### src/rtl/frac_baud_pkg.sv
package frac_baud_pkg;

  localparam int CODE_W = 3;

  typedef enum logic [1:0] {
    SEL_INC  = 2'd0,
    SEL_MOD  = 2'd1,
    SEL_CTRL = 2'd2,
    SEL_NONE = 2'd3
  } reg_sel_e;

  // Pre-divider code to division ratio.
  function automatic logic [CODE_W-1:0] code_to_ratio(input logic [CODE_W-1:0] code);
    logic [CODE_W-1:0] r;
    case (code)
      3'd6:    r = 3'd7;
      3'd7:    r = 3'd1;
      default: r = 3'd6 - code;
    endcase
    return r;
  endfunction

endpackage

### src/rtl/frac_baud_regs.sv
module frac_baud_regs
  import frac_baud_pkg::*;
#(
  parameter int RATE_W = 16,
  parameter int DATA_W = 16,
  parameter int CODE_LSB = 7,
  parameter logic [CODE_W-1:0] RST_CODE = 3'd5
) (
  input  logic              clk,
  input  logic              rst,
  input  logic              wr_en,
  input  logic [1:0]        wr_addr,
  input  logic [DATA_W-1:0] wr_data,
  input  logic              rd_en,
  input  logic [1:0]        rd_addr,
  output logic [DATA_W-1:0] rd_data,
  output logic [RATE_W-1:0] inc_q,
  output logic [RATE_W-1:0] mod_q,
  output logic [CODE_W-1:0] code_q,
  output logic              cfg_wr
);

  reg_sel_e wsel, rsel;
  logic [DATA_W-1:0] rd_word;

  assign wsel   = reg_sel_e'(wr_addr);
  assign rsel   = reg_sel_e'(rd_addr);
  assign cfg_wr = wr_en && (wsel != SEL_NONE);

  always_ff @(posedge clk) begin
    if (rst) begin
      inc_q  <= '0;
      mod_q  <= '0;
      code_q <= RST_CODE;
    end else if (wr_en) begin
      case (wsel)
        SEL_INC:  inc_q  <= wr_data[RATE_W-1:0];
        SEL_MOD:  mod_q  <= wr_data[RATE_W-1:0];
        SEL_CTRL: code_q <= wr_data[CODE_LSB +: CODE_W];
        default:  ;
      endcase
    end
  end

  always_comb begin
    rd_word = '0;
    case (rsel)
      SEL_INC:  rd_word[RATE_W-1:0]       = inc_q;
      SEL_MOD:  rd_word[RATE_W-1:0]       = mod_q;
      SEL_CTRL: rd_word[CODE_LSB +: CODE_W] = code_q;
      default:  rd_word = '0;
    endcase
  end

  always_ff @(posedge clk) begin
    if (rst) rd_data <= '0;
    else if (rd_en) rd_data <= rd_word;
  end

endmodule

### src/rtl/frac_baud_prediv.sv
module frac_baud_prediv
  import frac_baud_pkg::*;
(
  input  logic              clk,
  input  logic              rst,
  input  logic              clr,
  input  logic              enable,
  input  logic [CODE_W-1:0] code,
  output logic              strobe,
  output logic [CODE_W-1:0] cnt_o,
  output logic [CODE_W-1:0] ratio_o
);

  logic [CODE_W-1:0] cnt_q;
  logic [CODE_W-1:0] ratio;
  logic              last;

  assign ratio   = code_to_ratio(code);
  assign last    = (cnt_q == ratio - 3'd1);
  assign strobe  = enable && last;
  assign cnt_o   = cnt_q;
  assign ratio_o = ratio;

  always_ff @(posedge clk) begin
    if (rst || clr) cnt_q <= '0;
    else if (enable) cnt_q <= last ? '0 : cnt_q + 3'd1;
  end

endmodule

### src/rtl/frac_baud_accum.sv
module frac_baud_accum #(
  parameter int RATE_W = 16
) (
  input  logic              clk,
  input  logic              rst,
  input  logic              clr,
  input  logic              strobe,
  input  logic [RATE_W-1:0] inc,
  input  logic [RATE_W-1:0] modv,
  output logic              tick,
  output logic [RATE_W-1:0] acc_o
);

  localparam int SUM_W = RATE_W + 1;

  logic [RATE_W-1:0] acc_q;
  logic [SUM_W-1:0]  step, span, sum, rem;
  logic              wrap, saturate;

  assign step     = {1'b0, inc} + 1'b1;
  assign span     = {1'b0, modv} + 1'b1;
  assign sum      = {1'b0, acc_q} + step;
  assign rem      = sum - span;
  assign wrap     = (sum >= span);
  assign saturate = (inc > modv);
  assign acc_o    = acc_q;

  always_ff @(posedge clk) begin
    if (rst || clr) begin
      acc_q <= '0;
      tick  <= 1'b0;
    end else begin
      tick <= 1'b0;
      if (strobe) begin
        if (saturate) begin
          acc_q <= '0;
          tick  <= 1'b1;
        end else if (wrap) begin
          acc_q <= rem[RATE_W-1:0];
          tick  <= 1'b1;
        end else begin
          acc_q <= sum[RATE_W-1:0];
        end
      end
    end
  end

endmodule

### src/rtl/frac_baud_gen.sv
module frac_baud_gen
  import frac_baud_pkg::*;
#(
  parameter int RATE_W = 16,
  parameter int DATA_W = 16,
  parameter int CODE_LSB = 7,
  parameter logic [CODE_W-1:0] RST_CODE = 3'd5
) (
  input  logic              clk,
  input  logic              rst,
  input  logic              enable,
  input  logic              wr_en,
  input  logic [1:0]        wr_addr,
  input  logic [DATA_W-1:0] wr_data,
  input  logic              rd_en,
  input  logic [1:0]        rd_addr,
  output logic [DATA_W-1:0] rd_data,
  output logic              tick
);

  logic [RATE_W-1:0] inc_q, mod_q, acc_q;
  logic [CODE_W-1:0] code_q, pdiv_cnt, pdiv_ratio;
  logic              cfg_wr, ref_strobe;

  frac_baud_regs #(
    .RATE_W(RATE_W), .DATA_W(DATA_W), .CODE_LSB(CODE_LSB), .RST_CODE(RST_CODE)
  ) u_regs (
    .clk(clk), .rst(rst),
    .wr_en(wr_en), .wr_addr(wr_addr), .wr_data(wr_data),
    .rd_en(rd_en), .rd_addr(rd_addr), .rd_data(rd_data),
    .inc_q(inc_q), .mod_q(mod_q), .code_q(code_q), .cfg_wr(cfg_wr)
  );

  frac_baud_prediv u_prediv (
    .clk(clk), .rst(rst), .clr(cfg_wr), .enable(enable), .code(code_q),
    .strobe(ref_strobe), .cnt_o(pdiv_cnt), .ratio_o(pdiv_ratio)
  );

  frac_baud_accum #(.RATE_W(RATE_W)) u_accum (
    .clk(clk), .rst(rst), .clr(cfg_wr), .strobe(ref_strobe),
    .inc(inc_q), .modv(mod_q), .tick(tick), .acc_o(acc_q)
  );

endmodule

### config.mk
export PLATFORM = sky130hd
export DESIGN_NAME = frac_baud_gen
export DESIGN_NICKNAME = d
export VERILOG_FILES = /design/src/rtl/frac_baud_pkg.sv /design/src/rtl/frac_baud_regs.sv /design/src/rtl/frac_baud_prediv.sv /design/src/rtl/frac_baud_accum.sv /design/src/rtl/frac_baud_gen.sv
export SDC_FILE = /design/constraint.sdc
export NUM_CORES = 1
export LEC_CHECK = 0
export CAP_MARGIN = 25
export CORE_MARGIN = 2
export CORE_UTILIZATION = 47
export DETAILED_ROUTE_END_ITERATION = 6
export DONT_BUFFER_PORTS = 1
export GPL_ROUTABILITY_DRIVEN = 0
export SYNTH_ARGS = -nofsm -noshare
export SYNTH_HDL_FRONTEND = slang
export SYNTH_HIERARCHICAL = 1
export SYNTH_SLANG_ARGS = --single-unit
### constraint.sdc
create_clock -name clk -period 8.4 [get_ports clk]
set_input_delay 1.26 -clock clk [delete_from_list [all_inputs] [get_ports clk]]
set_output_delay 1.26 -clock clk [all_outputs]
set_load 0.01 [all_outputs]
==> results by group <==
Final layout
  – Area Overhead vs Synth: 5.933%
  – Commonest non-fill, non-tap cells in the layout: nand2_1 (100), dfxtp_1 (71), a21oi_1 (58)
  – Share of layout cells above drive strength 1: 6.571%
  – Diode count: 0
  – Most common cell after layout, fill and taps aside: nand2_1
  – Final nets: 699
  – Final Cell Area: 5361 µm²
  – Post-layout util: 51.70%

GRT
  – First-pass GRT wire length: 21.16 mm
  – Vias in the first global route: 4323
  – GR Layer Usage met1: 31.40%
  – GR Overflow Total: 0
  – GRT Overall Usage: 23.24%
  – Initial antenna violation count: 0
  – Largest net degree at the start of global routing: 44
  – Most used routing layer: met2
  – Met3 usage in global routing: 4.782%
  – GR Layer Usage met2: 37.38%

Timing
  – Worst Setup Slack, final: 3.839 ns
  – # setup viols final: 0
  – Tmin final: 4.561 ns
  – Fin crit share: 54.30%
  – Pins Over Slew Limit: 0
  – Worst slew pin tran: 0.9095 ns
  – Setup Skew: 0.01542 ns
  – Highest clock rate: 219.3 MHz
  – Fin. Hold Viols: 0
  – RSZ-0062 raised after global routing: false
  – Slew HR: 39.37%
  – Final setup TNS: 0 ns

Synth
  – Synth Instances: 625
  – Syn_nets: 705
  – Syn_area_per_cell: 8.098 µm²
  – Post-Syn Area: 5061 µm²
  – Synth warn: 6

Drt
  – Antenna viol nets, final: 0
  – Via count: 4278
  – Vias per Instance: 5.629
  – DRT iter0 DRCs: 191
  – Drt drc: 0
  – Post-Route WL: 12.70 mm
  – WL per Instance: 16.71 µm
  – Pre-antenna DRT Iters: 4

Power
  – Pint: 696.0 µW
  – Clock power frac: 28.8%
  – Flop pwr share: 34.4%
  – Switching pwr: 377.3 µW
  – Static Leak: 0.002226 µW
  – Net Sw Frac: 35.16%
  – Pwr dens: 200.2 nW/µm²
  – VDD IR max: 0.1081 mV
  – Combinational Power Share: 36.8%

Worst setup path
  – Crit-path max FO: 19
  – Reg-to-Reg Start: u_regs/inc_q[0]
  – CP Class: flip-flop to flip-flop
  – Worst endpoint required time: 8.66 ns
  – Data arrival, critical path: 4.82 ns
  – CP endpoint kind: flip-flop
  – Setup crit start kind: flip-flop
  – Critical path origin: u_regs/inc_q[0]

Clocking
  – Clk sinks: 71
  – CTS Buffer Depth: 2
  – Clock slew at reported path FFs: 0.09 ns
  – H-tree depth: 3
  – Postcts setup bufs: 0
  – Root buf cell: clkbuf_8
  – Total clock buffers created by CTS: 9
  – Cts repair resizes: 0
  – CTS tree: done
  – Post-CTS Hold Fix Bufs: 0
  – Clock Latency Late Sink: 0.36 ns

Job
  – Max_cap viols: 0

Floorplanning
  – Die Y: 107.8 µm
  – Die X: 107.8 µm
  – Area of the die: 11610 µm²
  – Std cell rows: 37
  – Core area: 10370 µm²
  – Num ports: 42
  – Starting Density: 48.81%

Worst hold path
  – Min-Delay Startpoint: u_accum/acc_o[9]
  – Hold/Removal Path Class: flip-flop to flip-flop

Place
  – Dpl ws: 3.906 ns
  – Post-DP Area: 5134 µm²
  – Port Buf Inserts: 0
  – HPWL after DPL: 9.724 mm

Outcome
  – Outcome: finished clean
## path summary, 6_finish.rpt
check	endpoint	slack, ns	depth (start not counted)
min reg2reg	u_accum/acc_o[9]	0.46	2
max	u_accum/acc_o[13]	3.84	18
min	u_accum/acc_o[9]	0.46	2
max reg2reg	u_accum/acc_o[13]	3.84	18
## metrics by stage
stage / hold slack [ns] / total power, µW / std cells
2_1_floorplan: 0.4290 / 707.9 / 625
3_3_place_gp: 0.4420 / 760.8 / 742
3_5_place_dp: 0.4512 / 765.3 / 743
4_1_cts: 0.4658 / 1074 / 759
5_1_grt: 0.4761 / 1134 / 760
6_report: 0.4636 / 1073 / 760
## critical path, stage by stage (launching register included)
cell,delay (ns)
dfxtp_1,0.38
inv_1,0.08
ha_1,0.23
fa_1,0.42
nor2b_1,0.19
o2111ai_1,0.17
a31oi_1,0.34
a22oi_1,0.15
a21oi_1,0.22
xor2_1,0.24
ha_1,0.32
a21o_1,0.20
a21o_1,0.18
a21oi_1,0.14
o21ai_0,0.15
a21oi_4,0.52
or2_4,0.26
nor2_1,0.05
a221o_1,0.25
## cell type report
cell class                      count  area [µm²]
Tap cell                          136       170.2
Sequential cell                    71        1421
Timing Repair Buffer                2       12.51
Clock buffer                        9       123.9
Inverter                           34       127.6
Multi-Input combinational cell    501        3410
Fill cell                        1040        5009
Clock inverter                      7       96.34
## metal layers
metal / wire, µm / up-vias
met3: 686 / 12
met5: 0 / -
met2: 5738 / 105
met4: 162 / 0
met1: 6113 / 1975
li1: - / 2186
## flip-flops by register name, summed over array words and instances (netlist names)
name,cells
u_accum/acc_o,16
u_regs/inc_q,16
u_regs/mod_q,16
u_regs/rd_data,16
u_prediv/cnt_o,3
u_regs/code_q,3
u_accum/tick,1
## power groups by stage
stage          registers, µW  logic [µW]  clock network, µW
2_1_floorplan            371         337                  0
4_1_cts                  369         392                314
5_1_grt                  371         435                328
3_3_place_gp             376         385                  0
6_report                 369         395                309
3_5_place_dp             376         389                  0
Power figures use the tool's default switching activity.
